===== config.mk =====
export PLATFORM = sky130hd
export DESIGN_NAME = sweep_seq
export DESIGN_NICKNAME = d
export VERILOG_FILES = /design/src/rtl/sweep_seq_pkg.sv /design/src/rtl/sweep_edge_sync.sv /design/src/rtl/sweep_holdoff_timer.sv /design/src/rtl/sweep_ctrl_fsm.sv /design/src/rtl/sweep_seq.sv
export SDC_FILE = /design/constraint.sdc
export NUM_CORES = 1
export LEC_CHECK = 0
export BUFFER_PORTS_ARGS = -buffer_cell sky130_fd_sc_hd__buf_2
export CORE_UTILIZATION = 45
export CTS_CLUSTER_SIZE = 12
export DETAILED_ROUTE_END_ITERATION = 8
export PLACE_DENSITY = 0.74
export SETUP_SLACK_MARGIN = 0.05
export SYNTH_ARGS = -nofsm -noshare
export SYNTH_HDL_FRONTEND = slang
export SYNTH_SLANG_ARGS = --single-unit

===== constraint.sdc =====
create_clock -name clk -period 2.65 [get_ports clk]
set_input_delay 0.3975 -clock clk [delete_from_list [all_inputs] [get_ports clk]]
set_output_delay 0.3975 -clock clk [all_outputs]
set_load 0.1 [all_outputs]

===== src/rtl/sweep_seq_pkg.sv =====
package sweep_seq_pkg;

  typedef enum logic [1:0] {
    ST_READY  = 2'd0,
    ST_SWEEP  = 2'd1,
    ST_HOLD   = 2'd2,
    ST_MANUAL = 2'd3
  } sweep_state_e;

  // Holdoff length in clock cycles for a given rate selection.
  function automatic int unsigned holdoff_cycles(
    input int unsigned base,
    input int unsigned ext0,
    input int unsigned ext1,
    input logic [1:0]  sel
  );
    int unsigned n;
    n = base;
    if (sel[0]) n = n + ext0;
    if (sel[1]) n = n + ext1;
    return n;
  endfunction

endpackage


===== src/rtl/sweep_edge_sync.sv =====
module sweep_edge_sync #(
  parameter int unsigned STAGES = 2
) (
  input  logic clk,
  input  logic rst_n,
  input  logic d_i,
  output logic rise_o
);

  logic [STAGES:0] sh_q;

  always_ff @(posedge clk or negedge rst_n) begin
    if (!rst_n) sh_q <= '0;
    else        sh_q <= {sh_q[STAGES-1:0], d_i};
  end

  // rise is seen once per input edge
  assign rise_o = sh_q[STAGES-1] & ~sh_q[STAGES];

  assert_single_event_R6: assert property (@(posedge clk) disable iff (!rst_n)
    rise_o |=> !rise_o);

endmodule


===== src/rtl/sweep_holdoff_timer.sv =====
module sweep_holdoff_timer
  import sweep_seq_pkg::*;
#(
  parameter int unsigned HOLD_BASE = 16,
  parameter int unsigned HOLD_EXT0 = 24,
  parameter int unsigned HOLD_EXT1 = 48
) (
  input  logic       clk,
  input  logic       rst_n,
  input  logic       load_i,
  input  logic [1:0] sel_i,
  input  logic       run_i,
  output logic       done_o
);

  localparam int unsigned MAX_LEN = HOLD_BASE + HOLD_EXT0 + HOLD_EXT1;
  localparam int unsigned CNT_W   = $clog2(MAX_LEN + 1);

  logic [CNT_W-1:0] cnt_q;
  int unsigned      len;

  always_comb len = holdoff_cycles(HOLD_BASE, HOLD_EXT0, HOLD_EXT1, sel_i);

  always_ff @(posedge clk or negedge rst_n) begin
    if (!rst_n)                        cnt_q <= '0;
    else if (load_i)                   cnt_q <= CNT_W'(len - 1);
    else if (run_i && cnt_q != '0)     cnt_q <= cnt_q - 1'b1;
  end

  assign done_o = run_i && (cnt_q == '0);

  assert_count_down_R4: assert property (@(posedge clk) disable iff (!rst_n)
    (run_i && !load_i && cnt_q != '0) |=> (cnt_q == $past(cnt_q) - 1'b1));

  assert_load_in_range_R4: assert property (@(posedge clk) disable iff (!rst_n)
    load_i |=> (32'(cnt_q) < MAX_LEN));

endmodule


===== src/rtl/sweep_ctrl_fsm.sv =====
module sweep_ctrl_fsm
  import sweep_seq_pkg::*;
(
  input  logic clk,
  input  logic rst_n,
  input  logic trig_evt_i,
  input  logic end_evt_i,
  input  logic abort_i,
  input  logic arm_i,
  input  logic single_i,
  input  logic manual_i,
  input  logic hold_done_i,
  output logic load_o,
  output logic run_o,
  output logic gate_o,
  output logic discharge_o,
  output logic trig_en_o
);

  sweep_state_e state_q, state_d;
  logic armed_q;
  logic ready_ok;
  logic start_evt;
  logic enter_hold;

  assign ready_ok  = !single_i || armed_q;
  assign trig_en_o = !manual_i && (state_q == ST_READY) && ready_ok;

  always_comb begin
    state_d    = state_q;
    enter_hold = 1'b0;
    start_evt  = 1'b0;
    if (manual_i) begin
      state_d = ST_MANUAL;
    end else if (state_q == ST_MANUAL) begin
      state_d    = ST_HOLD;
      enter_hold = 1'b1;
    end else if (abort_i) begin
      state_d    = ST_HOLD;
      enter_hold = 1'b1;
    end else begin
      unique case (state_q)
        ST_SWEEP: if (end_evt_i) begin
          state_d    = ST_HOLD;
          enter_hold = 1'b1;
        end
        ST_HOLD:  if (hold_done_i) state_d = ST_READY;
        ST_READY: if (trig_evt_i && ready_ok) begin
          state_d   = ST_SWEEP;
          start_evt = 1'b1;
        end
        default:  state_d = ST_HOLD;
      endcase
    end
  end

  always_ff @(posedge clk or negedge rst_n) begin
    if (!rst_n) state_q <= ST_READY;
    else        state_q <= state_d;
  end

  always_ff @(posedge clk or negedge rst_n) begin
    if (!rst_n)         armed_q <= 1'b0;
    else if (start_evt) armed_q <= 1'b0;
    else if (arm_i)     armed_q <= 1'b1;
  end

  assign load_o      = enter_hold;
  assign run_o       = (state_q == ST_HOLD);
  assign gate_o      = manual_i || (state_q == ST_SWEEP);
  assign discharge_o = !manual_i && ((state_q == ST_HOLD) || (state_q == ST_READY));

  assert_start_enabled_R2: assert property (@(posedge clk) disable iff (!rst_n)
    (state_q == ST_SWEEP && $past(state_q) == ST_READY) |-> $past(trig_en_o));

  assert_end_to_hold_R3: assert property (@(posedge clk) disable iff (!rst_n)
    (end_evt_i && state_q == ST_SWEEP && !manual_i && !abort_i) |=> (state_q == ST_HOLD));

  assert_hold_blocks_trig_R5: assert property (@(posedge clk) disable iff (!rst_n)
    (state_q == ST_HOLD) |-> !trig_en_o);

  assert_needs_arm_R7: assert property (@(posedge clk) disable iff (!rst_n)
    (single_i && !armed_q) |-> !trig_en_o);

  assert_arm_used_R8: assert property (@(posedge clk) disable iff (!rst_n)
    (state_q == ST_SWEEP && $past(state_q) == ST_READY) |-> !armed_q);

  assert_abort_ends_R9: assert property (@(posedge clk) disable iff (!rst_n)
    (abort_i && !manual_i) |=> (state_q == ST_HOLD));

  assert_abort_wins_R10: assert property (@(posedge clk) disable iff (!rst_n)
    (abort_i && trig_evt_i && !manual_i) |=> (state_q != ST_SWEEP));

  assert_manual_forced_R11: assert property (@(posedge clk) disable iff (!rst_n)
    manual_i |-> (gate_o && !discharge_o && !trig_en_o));

endmodule


===== src/rtl/sweep_seq.sv =====
module sweep_seq
  import sweep_seq_pkg::*;
#(
  parameter int unsigned HOLD_BASE   = 16,
  parameter int unsigned HOLD_EXT0   = 24,
  parameter int unsigned HOLD_EXT1   = 48,
  parameter int unsigned SYNC_STAGES = 2
) (
  input  logic       clk,
  input  logic       rst_n,
  input  logic       sweep_end_i,
  input  logic       trig_i,
  input  logic       single_mode_i,
  input  logic       manual_mode_i,
  input  logic [1:0] rate_sel_i,
  input  logic       arm_i,
  input  logic       abort_i,
  output logic       sweep_gate_o,
  output logic       discharge_o,
  output logic       trig_en_o
);

  logic trig_evt;
  logic end_evt;
  logic hold_load;
  logic hold_run;
  logic hold_done;

  sweep_edge_sync #(.STAGES(SYNC_STAGES)) u_trig_sync (
    .clk    (clk),
    .rst_n  (rst_n),
    .d_i    (trig_i),
    .rise_o (trig_evt)
  );

  sweep_edge_sync #(.STAGES(SYNC_STAGES)) u_end_sync (
    .clk    (clk),
    .rst_n  (rst_n),
    .d_i    (sweep_end_i),
    .rise_o (end_evt)
  );

  sweep_holdoff_timer #(
    .HOLD_BASE (HOLD_BASE),
    .HOLD_EXT0 (HOLD_EXT0),
    .HOLD_EXT1 (HOLD_EXT1)
  ) u_timer (
    .clk    (clk),
    .rst_n  (rst_n),
    .load_i (hold_load),
    .sel_i  (rate_sel_i),
    .run_i  (hold_run),
    .done_o (hold_done)
  );

  sweep_ctrl_fsm u_fsm (
    .clk         (clk),
    .rst_n       (rst_n),
    .trig_evt_i  (trig_evt),
    .end_evt_i   (end_evt),
    .abort_i     (abort_i),
    .arm_i       (arm_i),
    .single_i    (single_mode_i),
    .manual_i    (manual_mode_i),
    .hold_done_i (hold_done),
    .load_o      (hold_load),
    .run_o       (hold_run),
    .gate_o      (sweep_gate_o),
    .discharge_o (discharge_o),
    .trig_en_o   (trig_en_o)
  );

  assert_gate_vs_discharge_R3: assert property (@(posedge clk) disable iff (!rst_n)
    !(sweep_gate_o && discharge_o));

endmodule


Word level (Yosys, flattened, before mapping) --
Index checks and enable logic that the tools add are counted.
Storage, ports and cells: bits in registers 16, latch bits 0, memory bits (writable) 0, bits in read-only memories 0, input bits 10, memories 0
Cells by class: add/subtract/negate cells 3, multipliers 0, div/mod/pow operators 0, $lt $le $gt $ge 0, equality and inequality tests 6, shift operators 0, multiplexer cells 23, bitwise operators 4, reductions and logical operators 17
Operator list (number):
- $mux 7 | 3
- $sub 7x1->7 const B | 2
- $mux 1 | 12
- $mux 2 | 6
- $ne 5x4->1 const B | 2
- $add 6x6->7 const B | 1
- $logic_not 7->1 | 1
- $reduce_bool 7->1 | 1
- $logic_and 1x1->1 | 6
- $mux 6 | 1
- $pmux 2 s3 | 1
- $ne 5x3->1 const B | 1
- $eq 2x2->1 const B | 2
- $reduce_bool 2->1 | 2
- $logic_or 1x1->1 | 3
- $reduce_and 3->1 | 1
- $and 1x1->1 | 2
- $eq 2x1->1 const B | 1
- $logic_not 1->1 | 2
- $logic_not 2->1 | 1
- $not 1->1 | 2

Depth between registers and ports, before layout --
depth in word-level cells 9, mapped depth 9, depth with buffers taken out 8

Hierarchy --
A second synthesis with hierarchy kept.
Unflattened totals: cells, all modules 85, area total of the unflattened synthesis 877.1 um^2
By module, submodules not included:
- sweep_holdoff_timer | instances 1, cells an instance 55, area each 513.0 um^2
- sweep_ctrl_fsm | instances 1, cells an instance 22, area each 186.4 um^2
- sweep_edge_sync | instances 2, cells an instance 4, area each 88.8 um^2

Least setup slack after synthesis --
OpenSTA, ideal clock, no wires.
path kind reg-to-output, start register u_fsm.state_q[0], end output port trig_en_o, data arrival time 5.146 ns, slack -2.894 ns, cell stages (with the launch flop) 2, path buffers 0, path through dfrtp_1 > a2111oi_0
On the way: longest elaborated chain between the ends 3
RTL lines:
- start: declaration | line sweep_ctrl_fsm.sv:20 | sweep_state_e state_q, state_d;
- start signal: assignment | line sweep_ctrl_fsm.sv:59 | else state_q <= state_d;
- $logic_not 2->1 | line sweep_ctrl_fsm.sv:27 | assign trig_en_o = !manual_i && (state_q == ST_READY) && ready_ok;
- $logic_and 1x1->1 (2 in series) | line sweep_ctrl_fsm.sv:27
- end: declaration | line sweep_seq.sv:20 | output logic trig_en_o
No other way between the ends.

Worst setup path in the final report --
start register u_fsm.state_q[1], end register u_timer.cnt_q[4]
On the way: longest elaborated chain between the ends 6, elaborated cells on any way between the ends 10, classes of those cells eq/ne (3); mux (5); reduce/logical (2)
RTL lines:
- $eq 2x1->1 | line sweep_ctrl_fsm.sv:42 | unique case (state_q)
- $mux 1 | line sweep_ctrl_fsm.sv:42
- $mux 1 | line sweep_ctrl_fsm.sv:38 | end else if (abort_i) begin
- $mux 1 | line sweep_ctrl_fsm.sv:35 | end else if (state_q == ST_MANUAL) begin
- $mux 1 | line sweep_ctrl_fsm.sv:33 | if (manual_i) begin
- $mux 7 / $reduce_bool 2->1 (equally long branches)
- end signal: assignment | line sweep_holdoff_timer.sv:26 | else if (load_i) cnt_q <= CNT_W'(len - 1);
- end signal: assignment | line sweep_holdoff_timer.sv:27 | else if (run_i && cnt_q != '0) cnt_q <= cnt_q - 1'b1;
- end: declaration | line sweep_holdoff_timer.sv:19 | logic [CNT_W-1:0] cnt_q;
Parallel ways exist; a longest one is shown, timed or not. A chain may end at the register's enable or synchronous reset.

==> run_results.csv <==
group,metric,value,unit
run_status,outcome,"completed",
timing,period_minus_slack,2310,ps
synth,syn_nets,93,
worst_setup_path,regToRegSetupSlack,340,ps
worst_setup_path,worst_r2r_endpoint,"u_timer.cnt_q[4]",
clock_network,clk_path_buf_depth,2,
floorplanning,die_h,45.4,um
drt,drt_first_pass_iters,4,
drt,final_antenna_net_count,0,
final_layout,fin_area,991,um2
worst_setup_path,crit_fanout,10,
clock_network,cts_resized,0,
synth,synthTopCellsByCount,"dfrtp_1 (16), nor2_1 (11), xnor2_1 (6)",
worst_setup_path,arrival,2470,ps
global_routing,gr-total-overflow,0,
worst_setup_path,worstSetupStartpoint,"u_fsm.state_q[1]",
worst_setup_path,critPathLaunchType,"flop",
hold_path,hp-class,"in2async",
worst_setup_path,crit_end,"u_timer.cnt_q[4]",
timing,fmax,434,MHz
worst_setup_path,r2r_start,"u_fsm.state_q[1]",
worst_setup_path,crit_type,"reg2reg",
floorplanning,num_io_pins,13,
place,preCtsSetupSlack,326,ps
timing,period_share,87.0,%
floorplanning,die_x,45.4,um
drt,vias,629,
timing,skew,2.88,ps
synth,synth_seq_area_share,47.2,%
timing,hold_viol,0,
synth,yosysTopAreaCell,"dfrtp_1",
synth,ys_types,33,
synth,synthTopCellsByArea,"dfrtp_1 (47%), xnor2_1 (6.2%), nor2_1 (4.9%), nand2b_1 (3.7%), ha_1 (2.9%)",
synth,async_flop_share,100,%
synth,ys_seq_elements,16,
global_routing,antenna_found_initial,0,
synth,syn_inst,81,
timing,fin_setup_tns,0,ps
timing,timing.hold.ws,3.56,ps
synth,yosys_warnings,0,
final_layout,nets,109,
place,dp.final_hpwl,1170,um
global_routing,grt_max_degree,17,
timing,rsz0062_at_grt,"no",
run,cap_violations,0,
timing,slew_viol_final,0,
timing,tightest_slew,671,ps
worst_setup_path,cp-end-kind,"flop",
place,numPortBuffers,12,
timing,setup_viol,0,
global_routing,grt_pass1_vias,576,
worst_setup_path,required,2810,ps
final_layout,final_util,56.8,%
clock_network,clk_root_buffer_cell,"clkbuf_4",
synth,synth-main-ff-cell,"dfrtp_1",
clock_network,clk_latency,290,ps
place,gp_congestion,0.764,
place,dpl_cell_area,955,um2
clock_network,ctsHoldBuffers,0,
power_and_ir_drop,fin_total_pwr,0.700,mW
synth,synth_top_area_share,47.2,%
synth,yosysMostFrequentCell,"dfrtp_1",
final_layout,stdcell_count,121,
floorplanning,num_rows,15,
synth,syn_area_per_cell,10.5,um2
drt,routed_via_density,5.20,
synth,synth_edf_count,0,
timing,relSlewSlack,54.1,%
global_routing,track_usage,17.7,%
drt,drtIter0Drc,20,
global_routing,grt_pass1_wl,2550,um
clock_network,ctsHtreeMaxLevel,1,
place,place_inst,117,
final_layout,diodes,0,
clock_network,cts_setup_buffers,0,
clock_network,cts_buffers,3,
final_layout,layout-drive-gt1-share,22.9,%
clock_network,cts.sink_count,16,
power_and_ir_drop,p_leak,0.412,nW
drt,wl_per_cell,12.3,um
floorplanning,dieArea,2060,um2
power_and_ir_drop,p_per_area,706,nW/um2
floorplanning,core_region_area,1750,um2
floorplanning,initial_core_util,48.6,%
drt,drc,0,
clock_network,path_clk_slew,100,ps
synth,netlist_area,848,um2
worst_setup_path,worstRegToRegCells,8,
final_layout,area_growth,16.8,%
drt,wl,1490,um
clock_network,cts_tree,"built",
timing,layout_setup_ws,344,ps
power_and_ir_drop,ir_worst_vdd,395,uV
-- power breakdown --
| group | leakage [nW] | internal (mW) | switching [mW] |
|---|---|---|---|
| combinational | 0.210 | 0.0889 | 0.103 |
| sequential | 0.181 | 0.286 | 0.0589 |
| clock | 0.0210 | 0.0837 | 0.0799 |
| total | 0.412 | 0.459 | 0.241 |
-- critical path, stage by stage (launching register included) --
cell and delay (ps):
dfrtp_1 490, nor2_1 100, a211o_1 430, nand2_1 120, ha_1 230, or3b_1 370, a211oi_1 220, xnor2_1 150
mux2i_1 80
-- cells by family after synthesis --
| group | synth area share, % |
|---|---|
| buffers and inverters | 2.65 |
| AOI/OAI and AO/OA | 17.6 |
| DFF | 47.2 |
| and+or+nand+nor | 21.1 |
| xor gates and xnor gates | 6.19 |
| muxes | 2.36 |
| adders and majority gates | 2.95 |
-- layer usage --
layer | up-vias | part of all wire, % | track usage (%)
li1 | 322 | - | -
met1 | 296 | 51 | 26.7
met2 | 6 | 45 | 24.3
met3 | 5 | 1.5 | 3.57
met4 | 0 | 1.5 | 7.88
met5 | - | 0 | 0
-- sequential cells by signal, summed over array words and instances (netlist names) --
register / cells
u_end_sync.sh_q: 3
u_fsm.armed_q: 1
u_fsm.state_q: 2
u_timer.cnt_q: 7
u_trig_sync.sh_q: 3
-- worst min path at each step --
stage,start,end,slack [ps],cells past startpoint
3_5_place_dp,rst_n,u_fsm.armed_q,330,1
6_report,rst_n,u_timer.cnt_q[4],4,1
5_1_grt,rst_n,u_timer.cnt_q[5],20,1
2_1_floorplan,rst_n,u_end_sync.sh_q[0],100,0
3_3_place_gp,rst_n,u_fsm.armed_q,320,1
4_1_cts,rst_n,u_timer.cnt_q[4],10,1
-- cell type report --
| type | count | area, um2 |
|---|---|---|
| Multi-Input combinational cell | 59 | 444 |
| Fill cell | 157 | 754 |
| Sequential cell | 16 | 400 |
| Timing Repair Buffer | 12 | 60.1 |
| Inverter | 5 | 18.8 |
| Tap cell | 25 | 31.3 |
| Clock buffer | 4 | 36.3 |
-- cell usage in the layout, fill, tap and decap left out, types with 2 or more instances in the layout --
cell	synthesis	layout
dfrtp_1	16	16
buf_2	0	12
nor2_1	11	11
xnor2_1	6	6
nand2b_1	5	5
inv_1	5	5
nand2_1	4	4
a21oi_1	3	3
clkbuf_4	0	3
a211oi_1	2	2
mux2i_1	2	2
o21ai_0	2	2
ha_1	2	2
No activity file was read; power rests on OpenSTA's default activity.
